==> src/rtl/sw_pkg.sv <==
// Shared types and constants for the stopwatch core.
package sw_pkg;
    localparam int DIGIT_W = 4;   // one BCD digit
    localparam int NDIG    = 4;   // hundredths .. tens of seconds

    typedef enum logic [1:0] {
        SW_IDLE = 2'd0,
        SW_RUN  = 2'd1,
        SW_HOLD = 2'd2
    } sw_state_t;
endpackage

==> src/rtl/sw_prescaler.sv <==
// Free-running divider: emits a one-cycle tick every DIV clocks.
// Assumes DIV >= 2 and a synchronous active-low reset.
module sw_prescaler #(
    parameter int DIV = 100000
) (
    input  logic clk,
    input  logic rst_n,
    output logic tick
);
    localparam int W = (DIV > 2) ? $clog2(DIV) : 1;
    localparam logic [W-1:0] LAST = W'(DIV - 1);

    logic [W-1:0] cnt;

    assign tick = (cnt == LAST);

    // advance the divider, wrapping on the terminal count
    always_ff @(posedge clk) begin
        if (!rst_n)
            cnt <= '0;
        else if (tick)
            cnt <= '0;
        else
            cnt <= cnt + 1'b1;
    end
endmodule

==> src/rtl/sw_ctrl.sv <==
// One-button controller: start -> stop -> clear, stepped by the rising
// edge of an already debounced and synchronized button level.
module sw_ctrl
    import sw_pkg::*;
(
    input  logic clk,
    input  logic rst_n,
    input  logic btn,
    output logic run_en,
    output logic clr
);
    sw_state_t state, state_nx;
    logic      btn_q;
    logic      press;

    assign press  = btn & ~btn_q;
    assign run_en = (state == SW_RUN);
    assign clr    = press & (state == SW_HOLD);

    // next-state selection on a press
    always_comb begin
        state_nx = state;
        if (press) begin
            case (state)
                SW_IDLE: state_nx = SW_RUN;
                SW_RUN:  state_nx = SW_HOLD;
                SW_HOLD: state_nx = SW_IDLE;
                default: state_nx = SW_IDLE;
            endcase
        end
    end

    // state and button-history registers
    always_ff @(posedge clk) begin
        if (!rst_n) begin
            state <= SW_IDLE;
            btn_q <= 1'b0;
        end else begin
            state <= state_nx;
            btn_q <= btn;
        end
    end
endmodule

==> src/rtl/sw_digit.sv <==
// Single decade counter with carry-enable out. Clear is synchronous
// and wins over enable; carry is combinational from en_in and terminal.
module sw_digit #(
    parameter int W    = 4,
    parameter int MAXV = 9
) (
    input  logic         clk,
    input  logic         rst_n,
    input  logic         en_in,
    input  logic         clr,
    output logic [W-1:0] q,
    output logic         en_out
);
    localparam logic [W-1:0] TOP = W'(MAXV);

    assign en_out = en_in & (q == TOP);

    // count with clear priority and wrap at TOP
    always_ff @(posedge clk) begin
        if (!rst_n || clr)
            q <= '0;
        else if (en_in)
            q <= (q == TOP) ? '0 : q + 1'b1;
    end
endmodule

==> src/rtl/stopwatch_core.sv <==
// Stopwatch core: prescaler tick gated by the controller drives a ripple
// chain of decade digits. Button must be debounced and synchronized.
module stopwatch_core
    import sw_pkg::*;
#(
    parameter int CLK_HZ  = 10_000_000,
    parameter int TICK_HZ = 100
) (
    input  logic               clk,
    input  logic               rst_n,
    input  logic               btn,
    output logic [DIGIT_W-1:0] tens_s,
    output logic [DIGIT_W-1:0] ones_s,
    output logic [DIGIT_W-1:0] tenths_s,
    output logic [DIGIT_W-1:0] hundredths_s,
    output logic               running
);
    localparam int DIV = CLK_HZ / TICK_HZ;

    logic                tick;
    logic                run_en;
    logic                clr;
    logic [NDIG:0]       en_chain;
    logic [DIGIT_W-1:0]  dig [NDIG];

    sw_prescaler #(.DIV(DIV)) u_pre (
        .clk   (clk),
        .rst_n (rst_n),
        .tick  (tick)
    );

    sw_ctrl u_ctrl (
        .clk    (clk),
        .rst_n  (rst_n),
        .btn    (btn),
        .run_en (run_en),
        .clr    (clr)
    );

    assign en_chain[0] = tick & run_en;

    for (genvar i = 0; i < NDIG; i++) begin : g_dig
        sw_digit #(.W(DIGIT_W), .MAXV(9)) u_digit (
            .clk    (clk),
            .rst_n  (rst_n),
            .en_in  (en_chain[i]),
            .clr    (clr),
            .q      (dig[i]),
            .en_out (en_chain[i+1])
        );
    end

    assign hundredths_s = dig[0];
    assign tenths_s     = dig[1];
    assign ones_s       = dig[2];
    assign tens_s       = dig[3];
    assign running      = run_en;
endmodule

==> config.mk <==
export PLATFORM = sky130hd
export DESIGN_NAME = stopwatch_core
export DESIGN_NICKNAME = d
export VERILOG_FILES = /design/src/rtl/sw_pkg.sv /design/src/rtl/sw_prescaler.sv /design/src/rtl/sw_ctrl.sv /design/src/rtl/sw_digit.sv /design/src/rtl/stopwatch_core.sv
export SDC_FILE = /design/constraint.sdc
export NUM_CORES = 1
export LEC_CHECK = 0
export BUFFER_PORTS_ARGS = -buffer_cell sky130_fd_sc_hd__buf_2
export CAP_MARGIN = 20
export CORE_ASPECT_RATIO = 1.4
export CORE_MARGIN = 2
export CORE_UTILIZATION = 50
export CTS_CLUSTER_DIAMETER = 80
export CTS_CLUSTER_SIZE = 10
export DETAILED_ROUTE_END_ITERATION = 10
export GPL_ROUTABILITY_DRIVEN = 0
export HOLD_SLACK_MARGIN = 0.1
export PLACE_DENSITY = 0.76
export RECOVER_POWER = 25
export SETUP_SLACK_MARGIN = 0.3
export SYNTH_ARGS = -nofsm -noshare
export SYNTH_HDL_FRONTEND = slang
export SYNTH_HIERARCHICAL = 1
export SYNTH_SLANG_ARGS = --single-unit
==> constraint.sdc <==
create_clock -name clk -period 10.8 [get_ports clk]
set_input_delay 1.08 -clock clk [delete_from_list [all_inputs] [get_ports clk]]
set_output_delay 1.08 -clock clk [all_outputs]
set_load 0.1 [all_outputs]
==> results of run 1 <==
-- state kept, by name, summed over array words and instances (netlist names) --
signal and flops:
u_ctrl/state 2, g_dig.u_digit/q 16, u_pre/cnt 17, u_ctrl/btn_q 1
-- worst max-delay path, stage by stage, from the launching register on --
cell	delay, ns
dfxtp_1	0.37
ha_1	0.24
nand4_1	0.21
or2_2	0.36
nor3_1	0.18
and2_0	0.25
nand2_1	0.14
nor4b_1	0.64
nand2_2	0.14
nor4b_1	0.67
nand2_2	0.15
nor4b_1	0.68
nand2_2	0.13
a211o_1	0.31
a21oi_2	0.12
-- routing by layer --
metal | GRT usage (%) | up-vias | part of all wire (%)
met5 | 0 | - | 0
met4 | 9.12 | 0 | 2.2
met3 | 5.74 | 6 | 3.6
met2 | 29.9 | 19 | 50
met1 | 18.0 | 621 | 44
li1 | - | 693 | -
-- cell usage in the layout, fill, tap and decap left out, drive strengths merged, types with 5 or more instances in the layout --
cell type	count
inv	6
xnor2	19
nand3	10
dfxtp	36
nand4	5
clkbuf	9
nand2	13
nor3	6
a21oi	8
buf	18
nor2b	11
nor2	27
o21ai	8
-- power groups by stage --
| stage | Combinational, uW | Sequential (uW) | Clock [uW] |
|---|---|---|---|
| after CTS | 11.6 | 136 | 101 |
| after floorplan | 10.0 | 138 | 0 |
| final | 10.7 | 136 | 96.7 |
| after global routing | 11.8 | 136 | 105 |
| after detailed placement | 11.4 | 139 | 0 |
| after global placement | 11.3 | 139 | 0 |
-- cell type report --
cell class                 instances  area, um^2  share of cell area [%]
sequential                        36         721                    38.5
clock buffer                       8        90.1                    4.81
tap                               40        50.0                    2.67
multi-input combinational        143         897                    47.9
timing repair buffer              19        93.8                    5.01
inverter                           6        22.5                    1.20
-- final timing paths --
check	start	to	slack, ns	depth (start not counted)
worst max register to register	u_pre/cnt[0]	g_dig[3].u_digit/q[1]	6.14	14
worst min-delay path	u_pre/cnt[0]	u_pre/cnt[0]	0.48	1
worst max-delay path	u_pre/cnt[0]	g_dig[3].u_digit/q[1]	6.14	14
worst min register to register	u_pre/cnt[0]	u_pre/cnt[0]	0.48	1
-- per-stage QoR --
| step | hold slack [ns] | instance area, um^2 | setup slack, ns |
|---|---|---|---|
| final | 0.477 | 1870 | 6.14 |
| after floorplan | 0.430 | 1700 | 6.76 |
| after global routing | 0.491 | 1870 | 5.55 |
| after global placement | 0.444 | 1830 | 6.50 |
| after detailed placement | 0.455 | 1830 | 6.33 |
| after CTS | 0.471 | 1920 | 6.29 |
==> reports/qor.csv, run 1 <==
metric,value,unit
vias in the first global route,1228,
Psw,53.6,uW
Die Ht,73.0,um
Switching Share,22.0,%
MaxCap Viol Count,1,
core area,3320,um^2
die span in x,53.3,um
"Gates resized, CTS repair",0,
Power Dens Cells,130,nW/um^2
combinational share of power,4.4,%
clock-pin slew on the worst setup and hold paths,0.06,ns
clock group share of total power,39.7,%
Post-route DRC,0,
GRT Util Overall,17.3,%
crit start category,flop,
Routed WL,2.96,mm
global-route wire length before repair,4.97,mm
peak fanout along the critical path,5,
Slew @ Worst Pin,1.83,ns
Syn. warnings,6,
Max-slew headroom,-23.0,%
Die ar.,3880,um^2
routed vias/inst,5.31,
Gate Count Post-Synth,187,
Final setup violation count,0,
DP HPWL,2.08,mm
Hold/Removal Path Class,flop to flop,
Hold Fails Final Rpt,0,
row count,25,
Fill cells,336,
Worst Setup End Kind,flop,
TritonCTS clock tree,yes,
cell total after placement,244,
CTS max path bufs,2,
IO Count,20,
CTS buffer count,5,
status,"complete, but fails checks",
critical path type,flop to flop,
peak supply drop,0.0984,mV
Max Fclk,0.215,GHz
setup bufs post-CTS,0,
cell internal pwr,190,uW
Syn-to-layout area delta,10.4,%
port bufs,19,
layout cells sized above 1,16.5,%
clk root buf,clkbuf_8,
Tcrit/Tclk final,43.2,%
H-tree levels,2,
Via Count,1339,
initial antenna violation count,0,
Synth Area per Inst,9.08,um^2
Detail Route Antenna Nets,0,
# diodes,0,
final net count,215,
Initial Util,51.2,%
post-layout instance count excluding filler cells,252,
Iteration-0 DRC Markers,15,
sequential power share,55.9,%
largest net degree at the start of global routing,18,
Final Util,56.5,%
failing checks,"max-capacitance violations, max-slew violations",
WL per Instance,11.7,um
P_leak,0.000679,uW
CP Data Arrival Time,4.88,ns
clock insertion delay at the later pin of the skew report,0.28,ns
Period minus WS final,4.66,ns
WP data required,11.02,ns
RSZ-0062 raised after global routing,no,
CTS sink cnt,36,
clk_skew,0.00631,ns
Mapped Nets,191,
Mapped Area,1700,um^2
Slew Limit Fails,18,
# hold bufs at CTS,0,
Fin Setup TNS,0,ns
grt ovf,0,
First-pass DRT Iterations,4,
Overall Power,243,uW
Note: power is estimated with default switching activity, not from simulation.
==> run 2, diff against run 1 <==
--- a/config.mk
+++ b/config.mk
@@ -5,6 +5,7 @@
 export SDC_FILE = /design/constraint.sdc
 export NUM_CORES = 1
 export LEC_CHECK = 0
+export ABC_AREA = 1
 export BUFFER_PORTS_ARGS = -buffer_cell sky130_fd_sc_hd__buf_2
 export CAP_MARGIN = 20
 export CORE_ASPECT_RATIO = 1.4
@@ -15,7 +16,7 @@
 export DETAILED_ROUTE_END_ITERATION = 10
 export GPL_ROUTABILITY_DRIVEN = 0
 export HOLD_SLACK_MARGIN = 0.1
-export PLACE_DENSITY = 0.76
+export PLACE_DENSITY = 0.78
 export RECOVER_POWER = 25
 export SETUP_SLACK_MARGIN = 0.3
 export SYNTH_ARGS = -nofsm -noshare
==> constraint.sdc (replaced) <==
create_clock -name clk -period 3.82 [get_ports clk]
set_input_delay 0.382 -clock clk [delete_from_list [all_inputs] [get_ports clk]]
set_output_delay 0.382 -clock clk [all_outputs]
set_load 0.1 [all_outputs]
==> run 2 against run 1 <==
The run now ends clean. Global-route usage is 0.35 points higher. Largest power group unchanged. Wire length up 14%. Sequential share of layout area is 3.6 points lower. Cell count rose by 37%. Setup slack lost 5.3 ns.
==> reports/qor.csv, run 2 <==
metric,value,unit,change
Synth Area per Inst,6.64,um^2,-27%
peak supply drop,0.304,mV,+210%
CP Data Arrival Time,3.17,ns,-1.71 ns
grt ovf,0,,unchanged
Die ar.,4190,um^2,+7.8%
R2R depth,18,,+4
DP HPWL,2.57,mm,+23%
Worst Hold Launch,btn,,
vias in the first global route,1458,,+19%
CTS sink cnt,36,,unchanged
clock insertion delay at the later pin of the skew report,0.28,ns,about the same
clk root buf,clkbuf_8,,
Worst Setup End Kind,flop,,
Period minus WS final,2.99,ns,-1.67 ns
CTS buffer count,5,,unchanged
largest net degree at the start of global routing,18,,unchanged
most frequent CP cell,nor2_1,,
# diodes,0,,unchanged
clk_skew,0.00829,ns,+0.00197 ns
Fin Setup TNS,0,ns,unchanged
CTS max path bufs,2,,unchanged
Routed WL,3.38,mm,+14%
Worst Hold Path Cells,3,,+2
initial antenna violation count,0,,unchanged
critical path type,flop to flop,,
Multi-input gate area,945,um^2,+5.3%
Power Dens Cells,361,nW/um^2,+180%
most frequent cells in the layout,"75 x nand2_1, 47 x nor2_1, 39 x inv_1, 36 x dfxtp_1, 25 x nand3_1",,
MaxCap Viol Count,0,,-1
Final setup violation count,0,,unchanged
global-route wire length before repair,5.84,mm,+17%
H-tree levels,2,,unchanged
Hold/Removal Path Class,input pin to flop,,
Max Fclk,0.335,GHz,+56%
Max-slew headroom,48.2,%,+71 points
First-pass DRT Iterations,4,,unchanged
Gate Count Post-Synth,277,,+48%
P_leak,0.000875,uW,+29%
slowest library cell on the worst path,dfxtp_1,,
Via Count,1699,,+27%
critical path's largest stage delay,0.39,ns,-0.29 ns
register area,721,um^2,unchanged
Final Util,57.8,%,+1.3 points
Tcrit/Tclk final,78.2,%,+35 points
r2r startpoint,u_pre/cnt[0],,
Mapped Area,1840,um^2,+8.3%
clock-pin slew on the worst setup and hold paths,0.07,ns,about the same
post-layout instance count excluding filler cells,345,,+37%
RSZ-0062 raised after global routing,no,,
number of flip-flops under the largest register name,17,,unchanged
Top reg by flops,u_pre/cnt,,
WL per Instance,9.81,um,-16%
Fill cells,362,,+7.7%
Die Ht,75.8,um,+3.9%
cell total after placement,337,,+38%
hold endpoint,u_ctrl/btn_q,,
port bufs,19,,unchanged
status,completed,,
TritonCTS clock tree,yes,,
layout cells sized above 1,18.5,%,+2.0 points
die span in x,55.3,um,+3.8%
final net count,306,,+42%
Hold Fails Final Rpt,0,,unchanged
setup bufs post-CTS,0,,unchanged
Mapped Nets,281,,+47%
Syn. warnings,6,,unchanged
# hold bufs at CTS,0,,unchanged
"Gates resized, CTS repair",0,,unchanged
core area,3580,um^2,+7.9%
row count,26,,+4.0%
Syn-to-layout area delta,12.5,%,
biggest regs,"u_pre/cnt (17), g_dig.u_digit/q (16), u_ctrl/state (2)",,
Setup WS post-layout,0.832,ns,-5.31 ns
GRT Util Overall,17.7,%,+0.35 points
Slew Limit Fails,0,,-18
routed vias/inst,4.92,,-7.3%
design area,2070,um^2,+10%
WP data required,4.00,ns,-7.02 ns
Initial Util,51.4,%,+0.19 points
"commonest non-fill, non-tap cell in the layout",nand2_1,,
Iteration-0 DRC Markers,63,,+48
DP Area,1970,um^2,+7.7%
Worst R2R End,g_dig[3].u_digit/q[3],,
Post-route DRC,0,,unchanged
IO Count,20,,unchanged
DP Worst Slack,0.790,ns,-5.54 ns
peak fanout along the critical path,5,,unchanged
worst reg2reg setup slack,0.83,ns,-5.31 ns
Detail Route Antenna Nets,0,,unchanged
crit start category,flop,,
Slew @ Worst Pin,0.775,ns,-1.06 ns
cell breakdown of the critical path,ha_1 -> nand2_1 -> nor2_1 -> nand3_2 -> inv_1 -> nand2_1 -> inv_1 -> nand3_1 -> nor2_1 -> nand3_1 -> nor2_1 -> nand3_1 -> nor2_1 -> nand2_2 -> nor2_1 -> nand3_1 -> nand2_1 -> nor2_1,,
run 2: cell type report:
class                           instances  area share (%)
Clock buffer                            5            3.33
Clock inverter                          3            2.06
Inverter                               39            7.07
Multi-Input combinational cell        201            45.6
Sequential cell                        36            34.8
Tap cell                               42            2.54
Timing Repair Buffer                   19            4.53
run 2: power by group:
| part | internal [uW] | switching (uW) | total (uW) |
|---|---|---|---|
| clock | 193 | 131 | 323 |
| combinational | 10.5 | 27.6 | 38.1 |
| sequential | 380 | 4.44 | 385 |
| total | 584 | 163 | 746 |
run 2: layer usage:
metal	global-route usage [%]	share of wire [%]	vias up
met5	0	0	-
met4	7.32	0.89	0
met3	4.07	3.6	2
met2	36.8	55	29
met1	16.5	41	766
li1	-	-	902
run 2: stage by stage:
step           hold slack (ns)  total power (uW)
3_3_place_gp             0.453               431
5_1_grt                  0.290               779
4_1_cts                  0.281               759
2_1_floorplan            0.439               426
3_5_place_dp             0.462               433
6_report                 0.292               746
run 2: worst max path at each step:
stage	from	cells after the start	end	slack (ns)
after CTS	u_pre/cnt[0]	18	g_dig[3].u_digit/q[3]	0.74
final	u_pre/cnt[0]	18	g_dig[3].u_digit/q[3]	0.83
after global placement	u_pre/cnt[0]	18	g_dig[3].u_digit/q[3]	0.86
after floorplan	u_ctrl/state[0]	15	g_dig[3].u_digit/q[3]	0.91
after detailed placement	u_pre/cnt[0]	18	g_dig[3].u_digit/q[3]	0.79
after global routing	u_pre/cnt[0]	18	g_dig[3].u_digit/q[3]	0.41
run 2: worst max-delay path, delay by kind of cell, from the launching register on:
kind,cells,cell delay [ns]
flops,1,0.39
fa+ha+maj,1,0.22
simple gates,15,2.06
buf+inv,2,0.19
==> run 3, diff against run 2 <==
--- a/config.mk
+++ b/config.mk
@@ -5,7 +5,7 @@
 export SDC_FILE = /design/constraint.sdc
 export NUM_CORES = 1
 export LEC_CHECK = 0
-export ABC_AREA = 1
+export ABC_AREA = 0
 export BUFFER_PORTS_ARGS = -buffer_cell sky130_fd_sc_hd__buf_2
 export CAP_MARGIN = 20
 export CORE_ASPECT_RATIO = 1.4
@@ -16,7 +16,7 @@
 export DETAILED_ROUTE_END_ITERATION = 10
 export GPL_ROUTABILITY_DRIVEN = 0
 export HOLD_SLACK_MARGIN = 0.1
-export PLACE_DENSITY = 0.78
+export PLACE_DENSITY = 0.79
 export RECOVER_POWER = 25
 export SETUP_SLACK_MARGIN = 0.3
 export SYNTH_ARGS = -nofsm -noshare
==> constraint.sdc (replaced) <==
create_clock -name clk -period 2.73 [get_ports clk]
set_input_delay 0.273 -clock clk [delete_from_list [all_inputs] [get_ports clk]]
set_output_delay 0.273 -clock clk [all_outputs]
set_load 0.1 [all_outputs]
==> run 3 against run 2 <==
The run now ends with negative setup slack left. Wire length increased by 8.8%. Global-route usage rose by 1.9 points. Core utilization rose by 11 points. Total power is 27% higher. Via count down 12%. First-iteration DRC count shrank 67%. Hold slack worse by 0.083 ns.
==> reports/qor.csv, run 3 (synthesis results as in run 1) <==
metric,value,unit,change
WL per Instance,12.7,um,+30%
die span in x,53.3,um,-3.6%
Power Dens Cells,417,nW/um^2,+16%
Routed WL,3.68,mm,+8.8%
DP Worst Slack,-0.186,ns,-0.976 ns
crit start category,flop,,
failing checks,negative setup slack,,
port bufs,19,,unchanged
Die ar.,3880,um^2,-7.2%
row count,25,,-3.8%
Via Count,1502,,-12%
initial antenna violation count,0,,unchanged
Max-slew headroom,23.3,%,-25 points
routed wl met3,115,um,-6.5%
Period minus WS final,2.94,ns,-0.0457 ns
MaxCap Viol Count,0,,unchanged
clk_skew,0.00663,ns,-0.00166 ns
critical path type,flop to flop,,
peak fanout along the critical path,4,,-1
status,"complete, but fails checks",,
cell total after placement,272,,-19%
clk root buf,clkbuf_8,,
# hold bufs at CTS,0,,unchanged
GRT Util Overall,19.6,%,+1.9 points
Hold Fails Final Rpt,0,,unchanged
Iteration-0 DRC Markers,21,,-67%
TritonCTS clock tree,yes,,
vias in the first global route,1357,,-6.9%
CTS sink cnt,36,,unchanged
CTS buffer count,5,,unchanged
P_leak,0.000889,uW,+1.7%
most frequent cells in the layout,"38 x buf_4, 34 x dfxtp_1, 27 x nor2_1, 19 x xnor2_1, 15 x buf_2",,
Max Fclk,0.340,GHz,+1.6%
Die Ht,73.0,um,-3.7%
RSZ-0062 raised after global routing,yes,,
clock insertion delay at the later pin of the skew report,0.29,ns,about the same
H-tree levels,2,,unchanged
biggest regs,"u_pre/cnt (17), g_dig.u_digit/q (16), u_ctrl/state (2)",,
Syn-to-layout area delta,33.7,%,
Slew @ Worst Pin,1.15,ns,+0.380 ns
post-layout instance count excluding filler cells,289,,-16%
Initial Util,51.2,%,-0.19 points
grt ovf,0,,unchanged
Highest Signal Layer,met4,,
Final Util,68.5,%,+11 points
Hold WS,0.209,ns,-0.0832 ns
Hold/Removal Path Class,input pin to flop,,
global-route wire length before repair,5.58,mm,-4.4%
clock-pin slew on the worst setup and hold paths,0.07,ns,about the same
number of flip-flops under the largest register name,17,,unchanged
Post-route DRC,0,,unchanged
Top reg by flops,u_pre/cnt,,
largest net degree at the start of global routing,18,,unchanged
Overall Power,946,uW,+27%
WP data required,2.96,ns,-1.04 ns
Detail Route Antenna Nets,0,,unchanged
routed wire length on met2,1.99,mm,+7.5%
Worst Setup End Kind,flop,,
routed vias/inst,5.20,,+5.5%
final net count,253,,-17%
Slew Limit Fails,0,,unchanged
Tcrit/Tclk final,108,%,+30 points
# diodes,0,,unchanged
Final setup violation count,6,,+6
CP Data Arrival Time,3.17,ns,about the same
layout cells sized above 1,34.1,%,+16 points
core area,3320,um^2,-7.3%
First-pass DRT Iterations,4,,unchanged
IO Count,20,,unchanged
"commonest non-fill, non-tap cell in the layout",buf_4,,
Metal-1 WL,1.51,mm,+9.4%
peak supply drop,0.448,mV,+47%
Setup WS post-layout,-0.212,ns,-1.04 ns
DP HPWL,2.43,mm,-5.1%
CTS max path bufs,2,,unchanged
[run 3: repair_timing]
action | in CTS | in global routing
endpoints found under the hold margin | 0 | 0
endpoints found under the setup margin | 7 | 9
pin swaps | 14 | 14
gates cloned | 0 | 0
buffers inserted | 7 | 3
resized for setup | 2 | 6
[run 3: layout make-up]
cell class / count / area [um^2]
multi-input combinational: 143 / 1020
tap: 40 / 50.0
fill: 272 / 1050
clock inverter: 1 / 5.00
inverter: 6 / 22.5
timing repair buffer: 57 / 375
clock buffer: 6 / 72.6
sequential: 36 / 723
[run 3: worst max-delay path, cell delays in order, from the launching register on]
cell,delay [ns]
dfxtp_1,0.33
nor4b_2,0.28
nand3b_1,0.15
nor3_2,0.18
and2_4,0.18
nand2_4,0.05
nor4b_4,0.31
nand2_2,0.12
nor4b_4,0.34
nand2_2,0.12
nor4b_4,0.35
nand2_2,0.11
a211o_1,0.24
a21oi_2,0.10
[run 3: worst paths after layout]
check,endpoint,start,slack (ns),cells after the start
max,g_dig[3].u_digit/q[1],u_pre/cnt[12],-0.21,13
min,u_ctrl/btn_q,btn,0.21,2
max reg2reg,g_dig[3].u_digit/q[1],u_pre/cnt[12],-0.21,13
min reg2reg,g_dig[3].u_digit/q[3],g_dig[3].u_digit/q[2],0.53,2
[run 3: where the power goes]
group | leakage, uW | total (uW) | switching [uW] | internal (uW)
clock network | 0.0000410 | 353 | 179 | 173
logic | 0.000557 | 55.7 | 34.5 | 21.1
registers | 0.000292 | 538 | 5.54 | 532
[run 3: metal layers]
layer  GRT usage, %  vias to the layer above
met2           34.2                       20
met5              0                        -
met4           10.5                        0
met3           4.92                        7
li1               -                      765
met1           20.8                      710
[run 3: per-stage QoR]
stage | instance area, um^2 | TNS, ns
2_1_floorplan | 1760 | -1.43
3_3_place_gp | 2100 | -0.311
3_5_place_dp | 2100 | -0.547
4_1_cts | 2230 | 0
5_1_grt | 2270 | -1.91
6_report | 2270 | -0.853
